[src/rtl/dbuf_pkg.sv]
package dbuf_pkg;
  localparam int CTRL_W   = 16;
  localparam int TOG6_POS = 6;
  localparam int TOG14_POS = 14;

  typedef struct packed {
    logic hw;
    logic sw;
  } own_flags_t;
endpackage

[src/rtl/dbuf_bit_map.sv]
module dbuf_bit_map #(
  parameter int REG_W  = 16,
  parameter int LO_POS = 6,
  parameter int HI_POS = 14
) (
  input  logic             dir_tx,
  input  logic             wr_en,
  input  logic [REG_W-1:0] wr_data,
  input  logic             hw_flag,
  input  logic             sw_flag,
  output logic             hw_tgl,
  output logic             sw_tgl,
  output logic [REG_W-1:0] rd_data
);
  localparam int HW_TX = LO_POS;
  localparam int SW_TX = HI_POS;

  logic lo_bit, hi_bit;

  always_comb begin
    lo_bit = wr_en & wr_data[LO_POS];
    hi_bit = wr_en & wr_data[HI_POS];
    hw_tgl = dir_tx ? lo_bit : hi_bit;
    sw_tgl = dir_tx ? hi_bit : lo_bit;
    rd_data = '0;
    rd_data[HW_TX] = dir_tx ? hw_flag : sw_flag;
    rd_data[SW_TX] = dir_tx ? sw_flag : hw_flag;
  end
endmodule

[src/rtl/dbuf_owner.sv]
module dbuf_owner (
  input  logic clk,
  input  logic rst,
  input  logic hw_tgl,
  input  logic sw_tgl,
  input  logic xfer_done,
  output logic hw_flag,
  output logic sw_flag,
  output logic done_ok,
  output logic used_idx
);
  logic conflict;

  always_comb begin
    conflict = (hw_flag == sw_flag);
    done_ok  = xfer_done & ~conflict;
    used_idx = hw_flag;
  end

  always_ff @(posedge clk) begin
    if (rst) begin
      hw_flag <= 1'b0;
      sw_flag <= 1'b0;
    end else begin
      hw_flag <= hw_flag ^ hw_tgl ^ done_ok;
      sw_flag <= sw_flag ^ sw_tgl;
    end
  end

  assert_done_toggles_R7: assert property (@(posedge clk) disable iff (rst)
    (xfer_done && (hw_flag != sw_flag) && !hw_tgl) |=> (hw_flag != $past(hw_flag)));

  assert_conflict_holds_hw_R9: assert property (@(posedge clk) disable iff (rst)
    (xfer_done && (hw_flag == sw_flag) && !hw_tgl) |=> $stable(hw_flag));

  assert_sw_only_by_write_R4: assert property (@(posedge clk) disable iff (rst)
    !sw_tgl |=> $stable(sw_flag));
endmodule

[src/rtl/dbuf_resp.sv]
module dbuf_resp (
  input  logic clk,
  input  logic rst,
  input  logic tok_valid,
  input  logic hw_flag,
  input  logic sw_flag,
  input  logic done_ok,
  input  logic used_idx,
  input  logic dir_tx,
  output logic rsp_valid,
  output logic rsp_ack,
  output logic desc_valid,
  output logic desc_sel,
  output logic done_pulse,
  output logic done_dir_tx,
  output logic done_idx
);
  logic owns;

  always_comb owns = (hw_flag != sw_flag);

  always_ff @(posedge clk) begin
    if (rst) begin
      rsp_valid   <= 1'b0;
      rsp_ack     <= 1'b0;
      desc_valid  <= 1'b0;
      desc_sel    <= 1'b0;
      done_pulse  <= 1'b0;
      done_dir_tx <= 1'b0;
      done_idx    <= 1'b0;
    end else begin
      rsp_valid  <= tok_valid;
      rsp_ack    <= tok_valid & owns;
      desc_valid <= tok_valid & owns;
      desc_sel   <= tok_valid & owns & hw_flag;
      done_pulse <= done_ok;
      if (done_ok) begin
        done_dir_tx <= dir_tx;
        done_idx    <= used_idx;
      end
    end
  end

  assert_rsp_follows_tok_R5: assert property (@(posedge clk) disable iff (rst)
    tok_valid |=> rsp_valid);

  assert_nak_on_conflict_R6: assert property (@(posedge clk) disable iff (rst)
    (tok_valid && (hw_flag == sw_flag)) |=> (rsp_valid && !rsp_ack && !desc_valid));

  assert_ack_has_desc_R5: assert property (@(posedge clk) disable iff (rst)
    (rsp_valid && rsp_ack) |-> desc_valid);

  assert_pulse_after_done_R8: assert property (@(posedge clk) disable iff (rst)
    done_ok |=> done_pulse);
endmodule

[src/rtl/dbuf_bulk_ep.sv]
module dbuf_bulk_ep
  import dbuf_pkg::*;
#(
  parameter int REG_W  = CTRL_W,
  parameter int LO_POS = TOG6_POS,
  parameter int HI_POS = TOG14_POS
) (
  input  logic             clk,
  input  logic             rst,
  input  logic             dir_tx,
  input  logic             reg_wr_en,
  input  logic [REG_W-1:0] reg_wr_data,
  output logic [REG_W-1:0] reg_rd_data,
  input  logic             tok_valid,
  input  logic             xfer_done,
  output logic             rsp_valid,
  output logic             rsp_ack,
  output logic             desc_valid,
  output logic             desc_sel,
  output logic             done_pulse,
  output logic             done_dir_tx,
  output logic             done_idx
);
  own_flags_t flags;
  logic hw_tgl, sw_tgl, done_ok, used_idx;

  dbuf_bit_map #(.REG_W(REG_W), .LO_POS(LO_POS), .HI_POS(HI_POS)) u_map (
    .dir_tx (dir_tx),
    .wr_en  (reg_wr_en),
    .wr_data(reg_wr_data),
    .hw_flag(flags.hw),
    .sw_flag(flags.sw),
    .hw_tgl (hw_tgl),
    .sw_tgl (sw_tgl),
    .rd_data(reg_rd_data)
  );

  dbuf_owner u_own (
    .clk      (clk),
    .rst      (rst),
    .hw_tgl   (hw_tgl),
    .sw_tgl   (sw_tgl),
    .xfer_done(xfer_done),
    .hw_flag  (flags.hw),
    .sw_flag  (flags.sw),
    .done_ok  (done_ok),
    .used_idx (used_idx)
  );

  dbuf_resp u_rsp (
    .clk        (clk),
    .rst        (rst),
    .tok_valid  (tok_valid),
    .hw_flag    (flags.hw),
    .sw_flag    (flags.sw),
    .done_ok    (done_ok),
    .used_idx   (used_idx),
    .dir_tx     (dir_tx),
    .rsp_valid  (rsp_valid),
    .rsp_ack    (rsp_ack),
    .desc_valid (desc_valid),
    .desc_sel   (desc_sel),
    .done_pulse (done_pulse),
    .done_dir_tx(done_dir_tx),
    .done_idx   (done_idx)
  );
endmodule

[config.mk]
export PLATFORM = sky130hd
export DESIGN_NAME = dbuf_bulk_ep
export DESIGN_NICKNAME = d
export VERILOG_FILES = /design/src/rtl/dbuf_pkg.sv /design/src/rtl/dbuf_bit_map.sv /design/src/rtl/dbuf_owner.sv /design/src/rtl/dbuf_resp.sv /design/src/rtl/dbuf_bulk_ep.sv
export SDC_FILE = /design/constraint.sdc
export NUM_CORES = 1
export LEC_CHECK = 0
export ABC_AREA = 1
export BUFFER_PORTS_ARGS = -buffer_cell sky130_fd_sc_hd__buf_2
export CAP_MARGIN = 20
export CELL_PAD_IN_SITES_DETAIL_PLACEMENT = 2
export CELL_PAD_IN_SITES_GLOBAL_PLACEMENT = 2
export CORE_MARGIN = 2
export CORE_UTILIZATION = 16
export CTS_BUF_LIST = sky130_fd_sc_hd__clkbuf_8
export DETAILED_ROUTE_END_ITERATION = 16
export GPL_ROUTABILITY_DRIVEN = 0
export PLACE_DENSITY_LB_ADDON = 0.1
export SLEW_MARGIN = 40
export SYNTH_ARGS = -nofsm -noshare
export SYNTH_HDL_FRONTEND = slang
export SYNTH_SLANG_ARGS = --single-unit
export TNS_END_PERCENT = 1
[constraint.sdc]
create_clock -name clk -period 0.9 [get_ports clk]
set_input_delay 0.18 -clock clk [delete_from_list [all_inputs] [get_ports clk]]
set_output_delay 0.18 -clock clk [all_outputs]
set_load 0.005 [all_outputs]
### After elaboration in Yosys (flattened, before gate mapping)

Cells that the tools add are included.

* equality and inequality tests: 2
* mux-type cells: 4
* bitwise operators: 9

Operator list (number)
* 1-bit bitwise AND: 5
* 1-bit two-way mux: 4
* 1-bit XOR: 3
* 1-bit equality test: 1
* 1-bit != test: 1
* 1-bit inverter: 1

* bits in registers: 8
* output and inout port bits: 23

### Longest topological paths before layout

* word-level depth: 4
* gate-level depth with buffers: 6
* gate-level depth less buffers: 6

### Cells and area by module

From an unflattened synthesis, not the netlist that was laid out.

* cell total of the unflattened synthesis: 68
* area, all modules: 485.5 µm²

Modules (own cells, without submodules)
* dbuf_resp: instances 1, cells each 24, area an instance 206.4 µm², seq. area each 120.1 µm²
* dbuf_bit_map: instances 1, cells each 28, area an instance 162.7 µm², seq. area each 0.0 µm²
* dbuf_owner: instances 1, cells each 16, area an instance 116.4 µm², seq. area each 40.0 µm²

### Worst setup path before layout

Ideal clock, no wire load.

* kind: register to register
* from: register u_own.sw_flag
* to: register u_own.hw_flag
* data arrival time: 0.696 ns
* required time: 0.785 ns
* path slack: 0.089 ns
* cell stages (with the launch flop): 5
* cell sequence: dfxtp_1 -> inv_2 -> nand3_1 -> a21oi_1 -> nor2_1

* word-level cells in the longest chain between the ends: 4

RTL lines
* start: declaration: line dbuf_owner.sv:8 `output logic sw_flag,`
* start signal: assignment: line dbuf_owner.sv:26 `sw_flag <= sw_flag ^ sw_tgl;`
* 1-bit equality test: line dbuf_owner.sv:15 `conflict = (hw_flag == sw_flag);`
* 1-bit inverter: line dbuf_owner.sv:16 `done_ok = xfer_done & ~conflict;`
* 1-bit bitwise AND: line dbuf_owner.sv:16
* 1-bit XOR: line dbuf_owner.sv:25 `hw_flag <= hw_flag ^ hw_tgl ^ done_ok;`
* end signal: assignment: line dbuf_owner.sv:25
* end: declaration: line dbuf_owner.sv:7 `output logic hw_flag,`

No other way between the ends.
A chain may end at the register's enable or synchronous reset.

### Worst setup path in the final report

* from: register u_own.sw_flag
* to: output reg_rd_data[6]

* word-level cells in the longest chain between the ends: 1

RTL lines
* 1-bit two-way mux: line dbuf_bit_map.sv:26 `rd_data[HW_TX] = dir_tx ? hw_flag : sw_flag;`
* end: declaration: line dbuf_bulk_ep.sv:13 `output logic [REG_W-1:0] reg_rd_data,`

No other way between the ends.

==> out/qor.yml <==
outcome:
  status: "finished, violations left"
  violations: "negative setup slack"
routing:
  routed_wl_mm: 1.123
  vias: 424
  drtIter0Drc: 1
  wl_per_cell_um: 9.938
  ant_nets: 0
  dr.pass1.iters: 3
  drc: 0
  via_per_inst: 3.752
global_route:
  track_usage: 0.07263
  grt-ovfl-total: 0
  grt_start_max_net_pins: 9
  first_global_vias: 425
  grt_pass1_wl_mm: 1.814
  grt_antenna_before_repair: 0
pwr:
  clockPowerShare: 0.415
  p_switching_uw: 290.0
  p_per_area_nw_per_um2: 1658
  vdd_drop_max_mv: 0.8618
  p_leak_uw: 0.0003376
  p_comb_frac: 0.210
  switching_share: 0.2741
  seq_power_share: 0.375
  power.internal_uw: 768.1
synthesis:
  yosysWarnings: 0
  yosysTopAreaCellShare: 0.3536
  ys_ff_latch: 8
  synth_area_per_cell_um2: 7.549
  synth_top_cell_by_area: "dfxtp_1"
  yosysUniqueCellTypes: 16
  yosys-top-cells-area: "dfxtp_1, buf_4, nand3_1"
  synth-seq-area-share: 0.3536
  postSynthCellCount: 60
  synth_area_um2: 452.9
finish:
  nFillCells: 329
  postLayoutCellArea_um2: 638.1
  antenna_cells: 0
  syn2layout_area_growth_pct: 40.88
  finalNetCount: 106
  drive_gt1_frac: 0.4512
  final_util: 0.2334
worst_hold_path:
  whs_path_depth: 2
  holdPathEnd: "u_rsp.done_idx"
  min_path_type: "input port to flop"
  min-delay-start: "rst"
clock_tree:
  clock-root-buffer: "clkbuf_8"
  clk_latency_ns: 0.23
  clk_pin_slew_ns: 0.05
  htreeDepth: 1
  ctsLongestPathBuffers: 2
  cts_buffers: 3
  cts_tree: "done"
  cts.sinks: 8
critical_path:
  end_kind: "output port"
  crit_arrival_ns: 0.85
  reg2reg_slack_ns: -0.05
  crit_path_max_fanout: 4
  required_ns: 0.72
  r2r_start: "u_own.hw_flag"
  crit_type: "flop to output port"
  crit_path_start_kind: "flop"
  reg2regPathDepth: 5
  worst_r2r_endpoint: "u_own.hw_flag"
floorplan:
  fp.dieW_um: 57.21
  core_area_um2: 2734
  num_rows: 19
  die_h_um: 57.21
  num_io_pins: 45
  start_util: 0.1657
  die-area_um2: 3272
flow_run:
  drv_cap: 0
placed_design:
  portBuffers: 16
  dpl_cell_area_um2: 523.0
sta:
  fmax_mhz: 974.3
  min_period_over_period: 1.140
  skew_ns: 0.003837
  rsz0062_at_grt: "true"
  setup_violations: 4
  setup_ws_ns: -0.1264
  period_minus_slack_ns: 1.026
  final_max_slew_viol_count: 0
  hold_violations: 0
==> what timing repair did <==
item	4_1_cts	5_1_grt
endpoints found under the setup margin	7	6
hold buffers	0	0
resized for setup	12	5
setup buffers	3	0
pin swaps	1	2
==> cell usage in the layout, fill, tap and decap left out, drive strengths merged <==
cell	count
nand3	8
nor4	1
a21o	1
o21ai	2
buf	21
a21oi	4
clkbuf	3
conb	14
inv	5
and3	1
nand2	9
nand4	1
dfxtp	8
nor2	4
==> how the worst max path moves through the flow <==
stage | start | end | slack [ns] | cells past startpoint
floorplan | u_own.sw_flag | u_own.hw_flag | 0.09 | 4
global placement | u_own.hw_flag | reg_rd_data[14] | -0.06 | 3
detailed placement | u_own.hw_flag | reg_rd_data[14] | -0.08 | 3
CTS | u_own.hw_flag | reg_rd_data[14] | -0.15 | 3
global route | u_own.sw_flag | reg_rd_data[6] | -0.19 | 3
finish | u_own.sw_flag | reg_rd_data[6] | -0.13 | 3
==> sequential cells by signal (all words and copies together) (netlist names) <==
signal	flops
u_own.hw_flag	1
u_own.sw_flag	1
u_rsp.desc_sel	1
u_rsp.done_dir_tx	1
u_rsp.done_idx	1
u_rsp.done_pulse	1
u_rsp.rsp_ack	1
u_rsp.rsp_valid	1
==> metrics by stage <==
stage | hold slack [ns] | total power [uW] | TNS (ns) | setup WS, ns | std cells
2_1_floorplan | 0.2491 | 532.9 | 0 | 0.08930 | 73
3_3_place_gp | 0.4349 | 568.2 | -0.2519 | -0.06326 | 107
3_5_place_dp | 0.4369 | 571.4 | -0.2719 | -0.07762 | 107
4_1_cts | 0.2130 | 1053 | -0.4572 | -0.1518 | 113
5_1_grt | 0.2262 | 1130 | -0.6372 | -0.1911 | 113
6_report | 0.2129 | 1058 | -0.3232 | -0.1264 | 113
==> cells in the mapped netlist, drive strengths merged <==
library cell,number
buf,15
dfxtp,8
nand3,8
nor4,1
conb,1
o21ai,2
nand4,1
and3,1
nand2,9
a21oi,4
inv,5
a21o,1
nor2,4
==> area by class of cell <==
cell class,instances,area (um^2),area share
clock buffer,3,41.29,0.06471
inverter,5,23.77,0.03725
multi-input combinational,45,249.0,0.3902
sequential,8,167.7,0.2627
tap,31,38.79,0.06078
timing repair buffer,21,117.6,0.1843
==> logic make-up (layout without fill, tap and decap cells) <==
group / after synthesis / in the layout / synth area share
other: 1 / 14 / 0.008279
buffers and inverters: 20 / 29 / 0.2901
AO/OA/AOI/OAI: 7 / 7 / 0.08288
flip-flops: 8 / 8 / 0.3536
AND/OR/NAND/NOR: 24 / 24 / 0.2652
==> power by group through the flow <==
stage | Combinational (uW) | Clock, uW | Sequential [uW]
floorplan | 132 | 0 | 401
global placement | 166 | 0 | 402
detailed placement | 169 | 0 | 402
CTS | 205 | 451 | 396
global route | 253 | 479 | 399
finish | 222 | 439 | 397
==> critical path: stages (launching register included) <==
cell and delay, ns:
dfxtp_4 0.36, inv_4 0.05, o21ai_1 0.10, buf_2 0.12
==> per-layer routing <==
layer	wire [um]	track usage	vias up	part of all wire
met5	0	0	-	0
met4	0	0.02990	0	0
met3	68	0.02041	0	0.061
met2	617	0.1363	18	0.55
met1	437	0.07500	195	0.39
li1	-	-	211	-
Note: power is estimated with default switching activity, not from simulation.
